[src/rtl/priv_trap_pkg.sv]
package priv_trap_pkg;
   localparam logic [1:0] PRV_U = 2'd0;
   localparam logic [1:0] PRV_S = 2'd1;
   localparam logic [1:0] PRV_M = 2'd3;

   localparam int IRQ_NUM_SW    = 1;
   localparam int IRQ_NUM_TIMER = 5;
   localparam int IRQ_NUM_HOST  = 8;
endpackage

[src/rtl/tsc_priv_stack.sv]
module tsc_priv_stack
   import priv_trap_pkg::*;
#(
   parameter int DEPTH = 3
) (
   input  logic               clk,
   input  logic               rst_n,
   input  logic               push_i,
   input  logic               pop_i,
   output logic [2*DEPTH-1:0] prv_o,
   output logic [DEPTH-1:0]   ie_o,
   output logic [1:0]         mprv_o
);
   logic [1:0] prv_q [DEPTH];
   logic [1:0] prv_d [DEPTH];
   logic       ie_q  [DEPTH];
   logic       ie_d  [DEPTH];
   logic [1:0] mprv_q;

   always_comb begin
      for (int k = 0; k < DEPTH; k++) begin
         prv_d[k] = prv_q[k];
         ie_d[k]  = ie_q[k];
      end
      if (push_i) begin
         for (int k = DEPTH - 1; k >= 1; k--) begin
            prv_d[k] = prv_q[k-1];
            ie_d[k]  = ie_q[k-1];
         end
         prv_d[0] = PRV_M;
         ie_d[0]  = 1'b0;
      end else if (pop_i) begin
         for (int k = 0; k < DEPTH - 1; k++) begin
            prv_d[k] = prv_q[k+1];
            ie_d[k]  = ie_q[k+1];
         end
         prv_d[DEPTH-1] = PRV_U;
         ie_d[DEPTH-1]  = 1'b1;
      end
   end

   always_ff @(posedge clk or negedge rst_n) begin
      if (!rst_n) begin
         for (int k = 0; k < DEPTH; k++) begin
            prv_q[k] <= (k == 0) ? PRV_M : PRV_S;
            ie_q[k]  <= 1'b0;
         end
         mprv_q <= PRV_U;
      end else begin
         for (int k = 0; k < DEPTH; k++) begin
            prv_q[k] <= prv_d[k];
            ie_q[k]  <= ie_d[k];
         end
         if (push_i) mprv_q <= PRV_M;
      end
   end

   for (genvar g = 0; g < DEPTH; g++) begin : g_flat
      assign prv_o[2*g +: 2] = prv_q[g];
      assign ie_o[g]         = ie_q[g];
   end

   assign mprv_o = mprv_q;
endmodule

[src/rtl/tsc_irq_arbiter.sv]
module tsc_irq_arbiter
   import priv_trap_pkg::*;
#(
   parameter int CODE_W = 6
) (
   input  logic [1:0]        prv_i,
   input  logic              ie_i,
   input  logic              msw_pend_i,
   input  logic              host_nz_i,
   input  logic              ssw_pend_i,
   input  logic              tmr_pend_i,
   input  logic              tmr_en_i,
   output logic              irq_valid_o,
   output logic [CODE_W-1:0] irq_num_o
);
   logic m_open, s_open;

   assign m_open = (prv_i != PRV_M) || ie_i;
   assign s_open = (prv_i == PRV_U) || ((prv_i == PRV_S) && ie_i);

   always_comb begin
      irq_valid_o = 1'b1;
      irq_num_o   = '0;
      if (m_open && msw_pend_i)
         irq_num_o = CODE_W'(IRQ_NUM_SW);
      else if (m_open && host_nz_i)
         irq_num_o = CODE_W'(IRQ_NUM_HOST);
      else if (s_open && ssw_pend_i)
         irq_num_o = CODE_W'(IRQ_NUM_SW);
      else if (s_open && tmr_pend_i && tmr_en_i)
         irq_num_o = CODE_W'(IRQ_NUM_TIMER);
      else
         irq_valid_o = 1'b0;
   end
endmodule

[src/rtl/tsc_trap_record.sv]
module tsc_trap_record #(
   parameter int XLEN       = 64,
   parameter int VEC_STRIDE = 64
) (
   input  logic            clk,
   input  logic            rst_n,
   input  logic            take_i,
   input  logic [XLEN-1:0] cause_i,
   input  logic [XLEN-1:0] pc_i,
   input  logic [1:0]      old_prv_i,
   output logic [XLEN-1:0] cause_o,
   output logic [XLEN-1:0] epc_o,
   output logic            redirect_valid_o,
   output logic [XLEN-1:0] redirect_pc_o,
   output logic            resv_clr_o
);
   localparam bit STRIDE_POW2 = (VEC_STRIDE & (VEC_STRIDE - 1)) == 0;
   localparam int STRIDE_SH   = $clog2(VEC_STRIDE);

   logic [XLEN-1:0] vec;

   if (STRIDE_POW2) begin : g_vec_shift
      assign vec = XLEN'(old_prv_i) << STRIDE_SH;
   end else begin : g_vec_mul
      assign vec = XLEN'(old_prv_i) * XLEN'(VEC_STRIDE);
   end

   always_ff @(posedge clk or negedge rst_n) begin
      if (!rst_n) begin
         cause_o          <= '0;
         epc_o            <= '0;
         redirect_pc_o    <= '0;
         redirect_valid_o <= 1'b0;
         resv_clr_o       <= 1'b0;
      end else begin
         redirect_valid_o <= take_i;
         resv_clr_o       <= take_i;
         if (take_i) begin
            cause_o       <= cause_i;
            epc_o         <= pc_i;
            redirect_pc_o <= vec;
         end
      end
   end
endmodule

[src/rtl/priv_trap_ctrl.sv]
module priv_trap_ctrl #(
   parameter int XLEN       = 64,
   parameter int DEPTH      = 3,
   parameter int CODE_W     = 6,
   parameter int VEC_STRIDE = 64
) (
   input  logic               clk,
   input  logic               rst_n,
   input  logic               trap_req_i,
   input  logic [CODE_W-1:0]  trap_code_i,
   input  logic [XLEN-1:0]    trap_pc_i,
   input  logic               ret_i,
   input  logic               msw_pend_i,
   input  logic               host_nz_i,
   input  logic               ssw_pend_i,
   input  logic               tmr_pend_i,
   input  logic               tmr_en_i,
   output logic [2*DEPTH-1:0] stack_prv_o,
   output logic [DEPTH-1:0]   stack_ie_o,
   output logic [1:0]         mem_prv_o,
   output logic [XLEN-1:0]    cause_o,
   output logic [XLEN-1:0]    epc_o,
   output logic               redirect_valid_o,
   output logic [XLEN-1:0]    redirect_pc_o,
   output logic               resv_clr_o
);
   localparam int PAD_W = XLEN - 1 - CODE_W;

   if (XLEN < 32)       begin : g_bad_xlen   $error("XLEN must be at least 32"); end
   if (DEPTH < 2)       begin : g_bad_depth  $error("DEPTH must be at least 2"); end
   if (PAD_W < 1)       begin : g_bad_code   $error("CODE_W too wide for XLEN"); end
   if (VEC_STRIDE < 1)  begin : g_bad_stride $error("VEC_STRIDE must be positive"); end

   logic              irq_valid;
   logic [CODE_W-1:0] irq_num;
   logic              take;
   logic [XLEN-1:0]   cause_d;

   tsc_irq_arbiter #(.CODE_W(CODE_W)) u_arb (
      .prv_i       (stack_prv_o[1:0]),
      .ie_i        (stack_ie_o[0]),
      .msw_pend_i  (msw_pend_i),
      .host_nz_i   (host_nz_i),
      .ssw_pend_i  (ssw_pend_i),
      .tmr_pend_i  (tmr_pend_i),
      .tmr_en_i    (tmr_en_i),
      .irq_valid_o (irq_valid),
      .irq_num_o   (irq_num)
   );

   assign take    = trap_req_i || irq_valid;
   assign cause_d = trap_req_i ? {1'b0, {PAD_W{1'b0}}, trap_code_i}
                               : {1'b1, {PAD_W{1'b0}}, irq_num};

   tsc_priv_stack #(.DEPTH(DEPTH)) u_stack (
      .clk    (clk),
      .rst_n  (rst_n),
      .push_i (take),
      .pop_i  (ret_i && !take),
      .prv_o  (stack_prv_o),
      .ie_o   (stack_ie_o),
      .mprv_o (mem_prv_o)
   );

   tsc_trap_record #(.XLEN(XLEN), .VEC_STRIDE(VEC_STRIDE)) u_rec (
      .clk              (clk),
      .rst_n            (rst_n),
      .take_i           (take),
      .cause_i          (cause_d),
      .pc_i             (trap_pc_i),
      .old_prv_i        (stack_prv_o[1:0]),
      .cause_o          (cause_o),
      .epc_o            (epc_o),
      .redirect_valid_o (redirect_valid_o),
      .redirect_pc_o    (redirect_pc_o),
      .resv_clr_o       (resv_clr_o)
   );
endmodule

[config.mk]
export PLATFORM = sky130hd
export DESIGN_NAME = priv_trap_ctrl
export DESIGN_NICKNAME = d
export VERILOG_FILES = /design/src/rtl/priv_trap_pkg.sv /design/src/rtl/tsc_priv_stack.sv /design/src/rtl/tsc_irq_arbiter.sv /design/src/rtl/tsc_trap_record.sv /design/src/rtl/priv_trap_ctrl.sv
export SDC_FILE = /design/constraint.sdc
export NUM_CORES = 1
export LEC_CHECK = 0
export ABC_AREA = 1
export BUFFER_PORTS_ARGS = -buffer_cell sky130_fd_sc_hd__clkbuf_2
export CAP_MARGIN = 25
export CORE_AREA = 2 2 112 114
export DETAILED_ROUTE_END_ITERATION = 10
export DIE_AREA = 0 0 114 116
export PLACE_DENSITY = 0.73
export SYNTH_ARGS = -nofsm -noshare
export SYNTH_HDL_FRONTEND = slang
export SYNTH_SLANG_ARGS = --single-unit
[constraint.sdc]
create_clock -name clk -period 3.36 [get_ports clk]
set_input_delay 0 -clock clk [delete_from_list [all_inputs] [get_ports clk]]
set_output_delay 0 -clock clk [all_outputs]
set_load 0.005 [all_outputs]
; ---- Word level (Yosys, flattened, before mapping)
; Cells that the tools add are included.
; Widths: inputs -> output; s select.
[word_totals]
input_bits = 79
word_cells = 39
ff_bits = 141
[classes]
n_reduce_logical = 13
n_eq_ne = 2
muxes = 13
[op_table]
columns = operator, n
row1 = $mux 64, 1
row2 = $mux 6, 5
row3 = $mux 3, 3
row4 = $logic_and 1x1->1, 7
row5 = $mux 1, 4
row6 = $logic_or 1x1->1, 3
row7 = $eq 2x1->1 const B, 1
row8 = $logic_not 2->1, 1
row9 = $ne 2x2->1 const B, 1
row10 = $reduce_bool 2->1, 1
row11 = $logic_not 1->1, 1

; ---- Longest topological paths before layout
; Gate-level depths: netlist (run 1).
[logic_depth]
ltp_word = 14
mapped_depth = 9

; ---- By module
; From an unflattened synthesis (run 1), not the netlist that was laid out.
[hier_totals]
hier_cells = 716
hier_area_um2 = 6092.1
[by_module_without_submodules]
columns = module, area_per_inst_um2, instances, seq_area_each_um2, cells_per_inst
row1 = tsc_trap_record, 5437.7, 1, 3278.1, 615
row2 = tsc_priv_stack, 430.4, 1, 255.2, 52
row3 = tsc_irq_arbiter, 123.9, 1, 0.0, 25
row4 = priv_trap_ctrl, 100.1, 1, 0.0, 24

; ---- Worst setup path before layout (run 1)
; Ideal clock, no wire load.
[synth_path]
kind = reg2reg
start = register u_stack.prv_q, in the netlist u_stack.prv_o[0]
end = register u_stack.prv_q, in the netlist u_stack.prv_o[3]
path_buffers = 1
setup_slack_ns = 1.785
synth_period_minus_slack_ns = 1.575
required_ns = 3.235
setup_ns = 0.125
arrival_time_ns = 1.449
path_stages_with_launch = 9
path_cell_list = dfstp_2 > nand3_1 > nand2_2 > nand2_2 > nor2_4 > nand2_2 > buf_4 > nand2_1 > nand3_1
[synth_between]
elab_chain_cells = 13
[synth_rtl]
columns = element, line
row1 = "start, declared", tsc_priv_stack.sv:14  ; logic [1:0] prv_q [DEPTH];
row2 = "start signal, assigned by index", tsc_priv_stack.sv:45  ; prv_q[k] <= (k == 0) ? PRV_M : PRV_S;
row3 = "start signal, assigned by index", tsc_priv_stack.sv:51  ; prv_q[k] <= prv_d[k];
row4 = $eq 2x1->1, tsc_irq_arbiter.sv:19  ; assign s_open = (prv_i == PRV_U) || ((prv_i == PRV_S) && ie_i);
row5 = $logic_and 1x1->1, tsc_irq_arbiter.sv:19
row6 = $logic_or 1x1->1, tsc_irq_arbiter.sv:19
row7 = $logic_and 1x1->1 (2 in series), tsc_irq_arbiter.sv:30  ; else if (s_open && tmr_pend_i && tmr_en_i)
row8 = $mux 1, tsc_irq_arbiter.sv:30
row9 = $mux 1, tsc_irq_arbiter.sv:28  ; else if (s_open && ssw_pend_i)
row10 = $mux 1, tsc_irq_arbiter.sv:26  ; else if (m_open && host_nz_i)
row11 = $mux 1 *, tsc_irq_arbiter.sv:24  ; if (m_open && msw_pend_i)
row12 = $logic_or 1x1->1 *, priv_trap_ctrl.sv:51  ; assign take = trap_req_i || irq_valid;
row13 = $logic_not 1->1, priv_trap_ctrl.sv:59  ; .pop_i (ret_i && !take),
row14 = $logic_and 1x1->1, priv_trap_ctrl.sv:59
row15 = $reduce_bool 2->1 (no source line), --
; Every way passes the cells marked *; elsewhere a longest branch is shown, timed or not.
; A chain may end at the register's enable or synchronous reset.

; ---- Worst setup path in the final report (run 1)
[layout_path]
start = register u_stack.prv_q, in the netlist u_stack.prv_o[0]
end = register u_rec.epc_o[52]
[layout_between]
elab_chain_cells = 10
[layout_rtl]
columns = element, line
row1 = $eq 2x1->1, tsc_irq_arbiter.sv:19
row2 = $logic_and 1x1->1, tsc_irq_arbiter.sv:19
row3 = $logic_or 1x1->1, tsc_irq_arbiter.sv:19
row4 = $logic_and 1x1->1 (2 in series), tsc_irq_arbiter.sv:30
row5 = $mux 1, tsc_irq_arbiter.sv:30
row6 = $mux 1, tsc_irq_arbiter.sv:28
row7 = $mux 1, tsc_irq_arbiter.sv:26
row8 = $mux 1 *, tsc_irq_arbiter.sv:24
row9 = $logic_or 1x1->1 *, priv_trap_ctrl.sv:51
row10 = "end signal, assigned", tsc_trap_record.sv:40  ; epc_o <= pc_i;
row11 = "end, declared", tsc_trap_record.sv:12  ; output logic [XLEN-1:0] epc_o,
; Marked as above.

==> summary.md, run 1 <==
| Metric | Value |
|---|---|
| Outcome | complete, no violations |
| Synthesis warning total | 0 |
| Final Skew | 0.00880 ns |
| CTS sink cnt | 84 |
| Drt initial violations | 144 |
| Sw Share | 29.9% |
| Post-synthesis xor/xnor area fraction | 0% |
| Switch Pwr | 0.00100 W |
| Lkg Pwr | 3.36 nW |
| Wire length per cell | 11.9 um |
| Comb pwr share | 25.2% |
| GP Congestion | 0.724 |
| Antenna diode count | 0 |
| Setup Buffers After CTS | 0 |
| Latest clock arrival within the worst-skew pair | 0.33 ns |
| Placed Cells | 795 |
| Via density | 3.99 |
| Height of the die | 116 um |
| Post-layout util | 48.9% |
| Initial antenna violation count | 0 |
| Inserted Clock Buffers | 9 |
| Final Non-Filler Cells | 886 |
| Compound-Gate Fraction of Synth Area | 1.12% |
| # resized after CTS | 0 |
| Post-synthesis average cell area | 8.50 um^2 |
| GRT overflow | 0 |
| ANT nets after route | 0 |
| Slew margin rel. | 51.0% |
| Setup ws final | 1.05 ns |
| IO buf count | 164 |
| Critical path capture point type | flop |
| Area growth syn-to-layout | 37.2% |
| Largest family of logic cells by synthesized area | buffers and inverters |
| Final slew viol count | 0 |
| Tcrit/Tclk final | 68.7% |
| Global-route usage over all layers | 15.4% |
| Via count | 3534 |
| Number of H-tree levels | 3 |
| Vias in the first global route | 3245 |
| Nature of the critical path startpoint | flop |
| First-pass GRT wire length | 15900 um |
| Multiplexer area fraction after synthesis | 0% |
| Type of the worst setup path | flop to flop |
| Drt pass-1 iters | 4 |
| Flops & latches, synth | 84 |
| Internal Power | 0.00236 W |
| Fmax | 433 MHz |
| Layout cells sized above 1 | 26.4% |
| DIE AREA | 0.0132 mm^2 |
| Setup TNS | 0 ns |
| RSZ-0062 raised after global routing | no |
| CTS tree | built |
| Final #Nets | 814 |
| Maximum number of pins on one net before global-route repair | 46 |
| Register clock-pin slew on the reported worst setup and hold paths | 0.06 ns |
| Mapped Area | 0.00424 mm^2 |
| Yosys cell types | 22 |
| Crit path time final | 2.31 ns |
| Max Root-Sink Buffers | 2 |
| Dpl hpwl | 6990 um |
| Final setup fails | 0 |
| Critical Path AT | 2.52 ns |
| Core area | 0.0119 mm^2 |
| VDD IR max | 0.239 mV |
| Simple-Gate Fraction of Synth Area | 24.0% |
| Critical Path RT | 3.58 ns |
| DP Worst Slack | 1.06 ns |
| Commonest cells after routing, fill and taps aside | nand2_1, clkbuf_2, conb_1, dfrtp_1, dlygate4sd3_1 |
| Root buffer cell | clkbuf_16 |
| Commonest non-fill, non-tap cell in the layout | nand2_1 |
| Clock network fraction of design power | 33.7% |
| Initial core utilization | 35.6% |
| P per Cell Area | 578 mW/mm^2 |
| Detailed Route WL | 10600 um |
| Worst Hold Class | primary input to flop |
| Cells after Synth | 499 |
| Fin. Hold Viols | 0 |
| Post-synthesis sequential area ratio | 49.7% |
| Ports | 284 |
| Flop pwr share | 41.1% |
| Worst Tran Pin Value | 0.732 ns |
| MaxCap Viol Count | 0 |
| Biggest fanout along the worst timing path | 39 |
| Row count | 40 |
| Post-synthesis adder-cell area fraction | 0% |
| DR DRC count | 0 |
| Tot Pwr | 0.00336 W |
| Die X | 114 um |
-- Yosys cell counts --
library cell  number  area [um^2]
a21oi_1            1         5.00
nor2_4             1         11.3
nand2_1          233          875
buf_6              5         56.3
or2_2              1         6.26
inv_1              7         26.3
o211ai_1           1         7.51
buf_4            124          931
nor2_1             6         22.5
o21ai_1            1         5.00
buf_1              1         3.75
nand4_1            5         31.3
nand2_2            3         18.8
buf_2              8         40.0
nor3_2             1         10.0
nand3b_1           2         15.0
inv_2              2         7.51
dfrtp_1           80         2000
nand3_1            6         30.0
dfstp_2            4          105
conb_1             1         3.75
o21ai_0            6         30.0
-- per-stage QoR --
stage | hold WS, ns | area [um^2]
after floorplan | -0.296 | 4690
after global placement | 0.199 | 4700
after detailed placement | 0.0429 | 4720
after CTS | 0.0560 | 5820
after global routing | 0.107 | 5820
final | 0.0686 | 5820
-- worst max-delay path, stage by stage, from the launching register on --
cell     delay [ns]
dfstp_2        0.56
nand3_1        0.14
nand2_1        0.09
nand2_1        0.12
nor2_4         0.23
nand2_2        0.47
buf_4          0.42
nand2_1        0.09
nand2_1        0.06
-- what timing repair did --
item	4_1_cts	5_1_grt
hold buffers	76	0
endpoints found under the setup margin	0	0
hold endpoints to repair	117	0
-- power groups by stage --
stage          logic, W  registers [W]  clock network [W]
2_1_floorplan  0.000488        0.00141                  0
3_3_place_gp   0.000763        0.00139                  0
3_5_place_dp   0.000784        0.00139                  0
4_1_cts        0.000854        0.00138            0.00117
5_1_grt        0.000966        0.00141            0.00121
6_report       0.000848        0.00138            0.00113
-- state kept, by name (all words and copies together) (netlist names) --
register / count
u_rec.cause_o: 7
u_rec.redirect_pc_o: 2
u_stack.mprv_o: 1
u_stack.ie_o: 3
u_rec.redirect_valid_o: 1
u_rec.epc_o: 64
u_stack.prv_o: 6
-- cell families after synthesis --
| logic type | after synthesis |
|---|---|
| AND/OR/NAND/NOR | 258 |
| buffers and inverters | 147 |
| flip-flops | 84 |
| AO/OA/AOI/OAI | 9 |
| other | 1 |
-- final cells by class --
| type | count | area, um^2 |
|---|---|---|
| timing repair buffer | 245 | 1630 |
| clock buffer | 11 | 243 |
| clock inverter | 4 | 97.6 |
| multi-input combinational | 386 | 1520 |
| sequential | 84 | 2110 |
| fill | 1090 | 6090 |
| inverter | 9 | 33.8 |
| tap | 147 | 184 |
-- final timing paths --
kind | from | endpoint | slack [ns] | depth (start not counted)
hold reg to reg | u_rec.epc_o[13]$_DFFE_PN0P_ | u_rec.epc_o[13]$_DFFE_PN0P_ | 0.47 | 2
hold / removal | host_nz_i | u_rec.cause_o[3]$_DFFE_PN0P_ | 0.07 | 5
setup / recovery | u_stack.prv_o[0]$_DFFE_PN1P_ | u_rec.epc_o[52]$_DFFE_PN0P_ | 1.05 | 8
setup reg to reg | u_stack.prv_o[0]$_DFFE_PN1P_ | u_rec.epc_o[52]$_DFFE_PN0P_ | 1.05 | 8
max in group asynchronous | rst_n | u_stack.prv_o[2]$_DFFE_PN1P_ | 2.45 | 3
min in group asynchronous | rst_n | u_rec.epc_o[30]$_DFFE_PN0P_ | 0.22 | 2
-- routing by layer --
| layer | wire [um] | global-route usage, % | vias to the layer above |
|---|---|---|---|
| met5 | 0 | 0 | - |
| met1 | 4280 | 17.8 | 1623 |
| met4 | 180 | 6.83 | 0 |
| met2 | 5450 | 27.6 | 151 |
| li1 | - | - | 1747 |
| met3 | 665 | 3.29 | 13 |
No activity file was read; power rests on OpenSTA's default activity.
==> run 2, diff against run 1 <==
--- a/config.mk
+++ b/config.mk
@@ -5,13 +5,14 @@
 export SDC_FILE = /design/constraint.sdc
 export NUM_CORES = 1
 export LEC_CHECK = 0
-export ABC_AREA = 1
+export ABC_AREA = 0
 export BUFFER_PORTS_ARGS = -buffer_cell sky130_fd_sc_hd__clkbuf_2
 export CAP_MARGIN = 25
-export CORE_AREA = 2 2 112 114
+export CORE_ASPECT_RATIO = 0.7
+export CORE_MARGIN = 2
+export CORE_UTILIZATION = 38
 export DETAILED_ROUTE_END_ITERATION = 10
-export DIE_AREA = 0 0 114 116
-export PLACE_DENSITY = 0.73
+export PLACE_DENSITY = 0.79
 export SYNTH_ARGS = -nofsm -noshare
 export SYNTH_HDL_FRONTEND = slang
 export SYNTH_SLANG_ARGS = --single-unit
==> constraint.sdc (replaced) <==
create_clock -name clk -period 2.1 [get_ports clk]
set_input_delay 0 -clock clk [delete_from_list [all_inputs] [get_ports clk]]
set_output_delay 0 -clock clk [all_outputs]
set_load 0.005 [all_outputs]
==> summary.md, run 2 <==
| Metric | Value |
|---|---|
| Largest register FFs | 64 (unchanged) |
| Core area | 0.0111 mm^2 (-7.2%) |
| Inserted Clock Buffers | 9 (unchanged) |
| Reg2Reg Launch Point | u_stack.prv_o[1]$_DFFE_PN1P_ |
| GRT overflow | 0 (unchanged) |
| Final #Nets | 656 (-19%) |
| CP Launch Point | u_stack.prv_o[1]$_DFFE_PN1P_ |
| Synthesis warning total | 0 (unchanged) |
| Commonest non-fill, non-tap cell in the layout | clkbuf_2 |
| Reg2Reg Setup Slack | 0.25 ns (-0.80 ns) |
| Global-route usage over all layers | 16.4% (+0.95 points) |
| Initial antenna violation count | 0 (unchanged) |
| Root buffer cell | clkbuf_16 |
| Drt pass-1 iters | 4 (unchanged) |
| Critical path capture point type | flop |
| Sw Share | 28.3% (-1.6 points) |
| Clock network fraction of design power | 30.4% (-3.3 points) |
| Comb pwr share | 26.8% (+1.6 points) |
| Crit path time final | 1.85 ns (-0.459 ns) |
| ANT nets after route | 0 (unchanged) |
| Commonest cells after routing, fill and taps aside | clkbuf_2, conb_1, dfrtp_1, dlygate4sd3_1, mux2_2 |
| Type of the worst setup path | flop to flop |
| Height of the die | 93.1 um (-20%) |
| Register-to-Register Path Depth | 4 (-4) |
| IO buf count | 164 (unchanged) |
| Mapped Area | 0.00431 mm^2 (+1.7%) |
| Number of H-tree levels | 3 (unchanged) |
| Latest clock arrival within the worst-skew pair | 0.33 ns (about the same) |
| Lkg Pwr | 2.99 nW (-11%) |
| Drt initial violations | 68 (-53%) |
| Outcome | complete, no violations |
| Worst Hold Class | primary input to flop |
| MaxCap Viol Count | 0 (unchanged) |
| Layout cells sized above 1 | 44.5% (+18 points) |
| P per Cell Area | 883 mW/mm^2 (+53%) |
| Ranking of synthesized cells by area | dfrtp_1, buf_4, mux2_2 |
| Row count | 32 (-20%) |
| Fin. Hold Viols | 0 (unchanged) |
| Flops & latches, synth | 84 (unchanged) |
| Flop pwr share | 42.8% (+1.7 points) |
| Vias in the first global route | 3040 (-6.3%) |
| DR DRC count | 0 (unchanged) |
| Final slew viol count | 0 (unchanged) |
| Worst R2R End | u_rec.cause_o[0]$_DFFE_PN0P_ |
| VDD IR max | 0.589 mV (+150%) |
| Post-synthesis sequential area ratio | 48.9% (-0.81 points) |
| CTS sink cnt | 84 (unchanged) |
| Share of Yosys cell area claimed by the top area cell type | 46.4% (-0.77 points) |
| CTS tree | built |
| WHS Endpoint | u_rec.cause_o[2]$_DFFE_PN0P_ |
| # resized after CTS | 0 (unchanged) |
| Final setup fails | 0 (unchanged) |
| Switch Pwr | 0.00146 W (+45%) |
| Register clock-pin slew on the reported worst setup and hold paths | 0.06 ns (about the same) |
| Asr flop ratio synth | 100% (unchanged) |
| Detailed Route WL | 10000 um (-5.2%) |
| Initial core utilization | 39.0% (+3.4 points) |
| Ports | 284 (unchanged) |
| Tot Pwr | 0.00517 W (+54%) |
| Worst Tran Pin Value | 0.556 ns (-0.176 ns) |
| Setup ws final | 0.251 ns (-0.801 ns) |
| Cells after Synth | 342 (-31%) |
| Via count | 2985 (-16%) |
| RSZ-0062 raised after global routing | no |
| Slew margin rel. | 62.9% (+12 points) |
| Dpl hpwl | 6730 um (-3.7%) |
| Fmax | 541 MHz (+25%) |
| DIE AREA | 0.0122 mm^2 (-7.5%) |
| Post-synth EDFFs | 0 (unchanged) |
| Yosys cell types | 36 (+64%) |
| Maximum number of pins on one net before global-route repair | 46 (unchanged) |
| Die X | 131 um (+15%) |
| Primary FF master, synth | dfrtp_1 |
| Fill cells | 921 (-16%) |
| Via density | 4.06 (+1.8%) |
| Antenna diode count | 0 (unchanged) |
| Area growth syn-to-layout | 35.6% |
| Setup TNS | 0 ns (unchanged) |
| Biggest fanout along the worst timing path | 10 (-74%) |
| Hold path depth | 3 (-2) |
| Most frequent cell after synthesis | buf_4 |
| Critical Path RT | 2.31 ns (-1.27 ns) |
| Critical Path AT | 2.06 ns (-0.46 ns) |
| First-pass GRT wire length | 15700 um (-1.6%) |
| Tcrit/Tclk final | 88.1% (+19 points) |
| Internal Power | 0.00371 W (+57%) |
| Wire length per cell | 13.6 um (+14%) |
| Max Root-Sink Buffers | 2 (unchanged) |
| Nature of the critical path startpoint | flop |
| Top post-synthesis cells by count | buf_4, dfrtp_1, mux2_2 |
| Final Skew | 0.00584 ns (-0.00296 ns) |
| GP Congestion | 0.711 (-1.7%) |
| DP Worst Slack | 0.344 ns (-0.716 ns) |
| Hold Path Origin | tmr_pend_i |
| Largest Register | u_rec.epc_o |
| Post-synthesis average cell area | 12.6 um^2 (+48%) |
| Area leader, netlist | dfrtp_1 |
-- run 2: worst max-delay path, stage by stage (launching register included) --
cell and delay, ns:
dfstp_2 0.64, nand3b_1 0.18, a211oi_1 0.27, o2bb2ai_1 0.09
dlygate4sd3_1 0.55
-- run 2: cells by family after synthesis --
family,after synthesis,synth area share [%]
multiplexers,75,20.3
other,1,0.0869
buffers and inverters,142,24.0
AND/OR/NAND/NOR,22,3.08
flip-flops,84,48.9
AO/OA/AOI/OAI,18,3.63
-- run 2: final cells by class --
class	count	area (um^2)	share of cell area, %
clock buffer	10	229	3.91
clock inverter	6	71.3	1.22
inverter	9	33.8	0.578
multi-input combinational	234	1610	27.6
sequential	84	2110	36.0
tap	153	191	3.27
timing repair buffer	239	1600	27.4
-- run 2: what timing repair did --
item,CTS,global route
hold buffers,72,0
setup buffers,0,0
endpoints found under the hold margin,105,0
endpoints found under the setup margin,0,0
-- run 2: worst max path at each step --
| stage | to | slack (ns) | depth (start not counted) |
|---|---|---|---|
| floorplan | u_rec.epc_o[30]$_DFFE_PN0P_ | 0.33 | 6 |
| global placement | u_rec.epc_o[19]$_DFFE_PN0P_ | 0.40 | 4 |
| detailed placement | u_rec.epc_o[19]$_DFFE_PN0P_ | 0.34 | 4 |
| CTS | u_rec.cause_o[0]$_DFFE_PN0P_ | 0.25 | 4 |
| global route | u_rec.cause_o[0]$_DFFE_PN0P_ | 0.16 | 4 |
| finish | u_rec.cause_o[0]$_DFFE_PN0P_ | 0.25 | 4 |
-- run 2: power by group through the flow --
stage                     Combinational, W  Sequential (W)  Clock, W
after global placement             0.00123         0.00221         0
after global routing               0.00151         0.00226   0.00172
after detailed placement           0.00127         0.00223         0
after CTS                          0.00138         0.00221   0.00162
final                              0.00138         0.00221   0.00157
after floorplan                   0.000849         0.00222         0
-- run 2: per-layer routing --
| layer | global-route usage, % | routed length (um) | vias up |
|---|---|---|---|
| li1 | - | - | 1376 |
| met1 | 18.6 | 3800 | 1439 |
| met3 | 7.26 | 829 | 15 |
| met2 | 28.3 | 5210 | 155 |
| met5 | 0 | 0 | - |
| met4 | 4.44 | 168 | 0 |
-- run 2: through the flow --
step	hold WS, ns	utilization, %	cells	area, um^2
6_report	0.0461	52.9	735	5850
2_1_floorplan	-0.296	-	460	4760
5_1_grt	0.0667	52.9	735	5850
3_5_place_dp	0.0150	43.7	647	4830
3_3_place_gp	0.00703	43.7	647	4830
4_1_cts	0.0298	52.9	735	5850
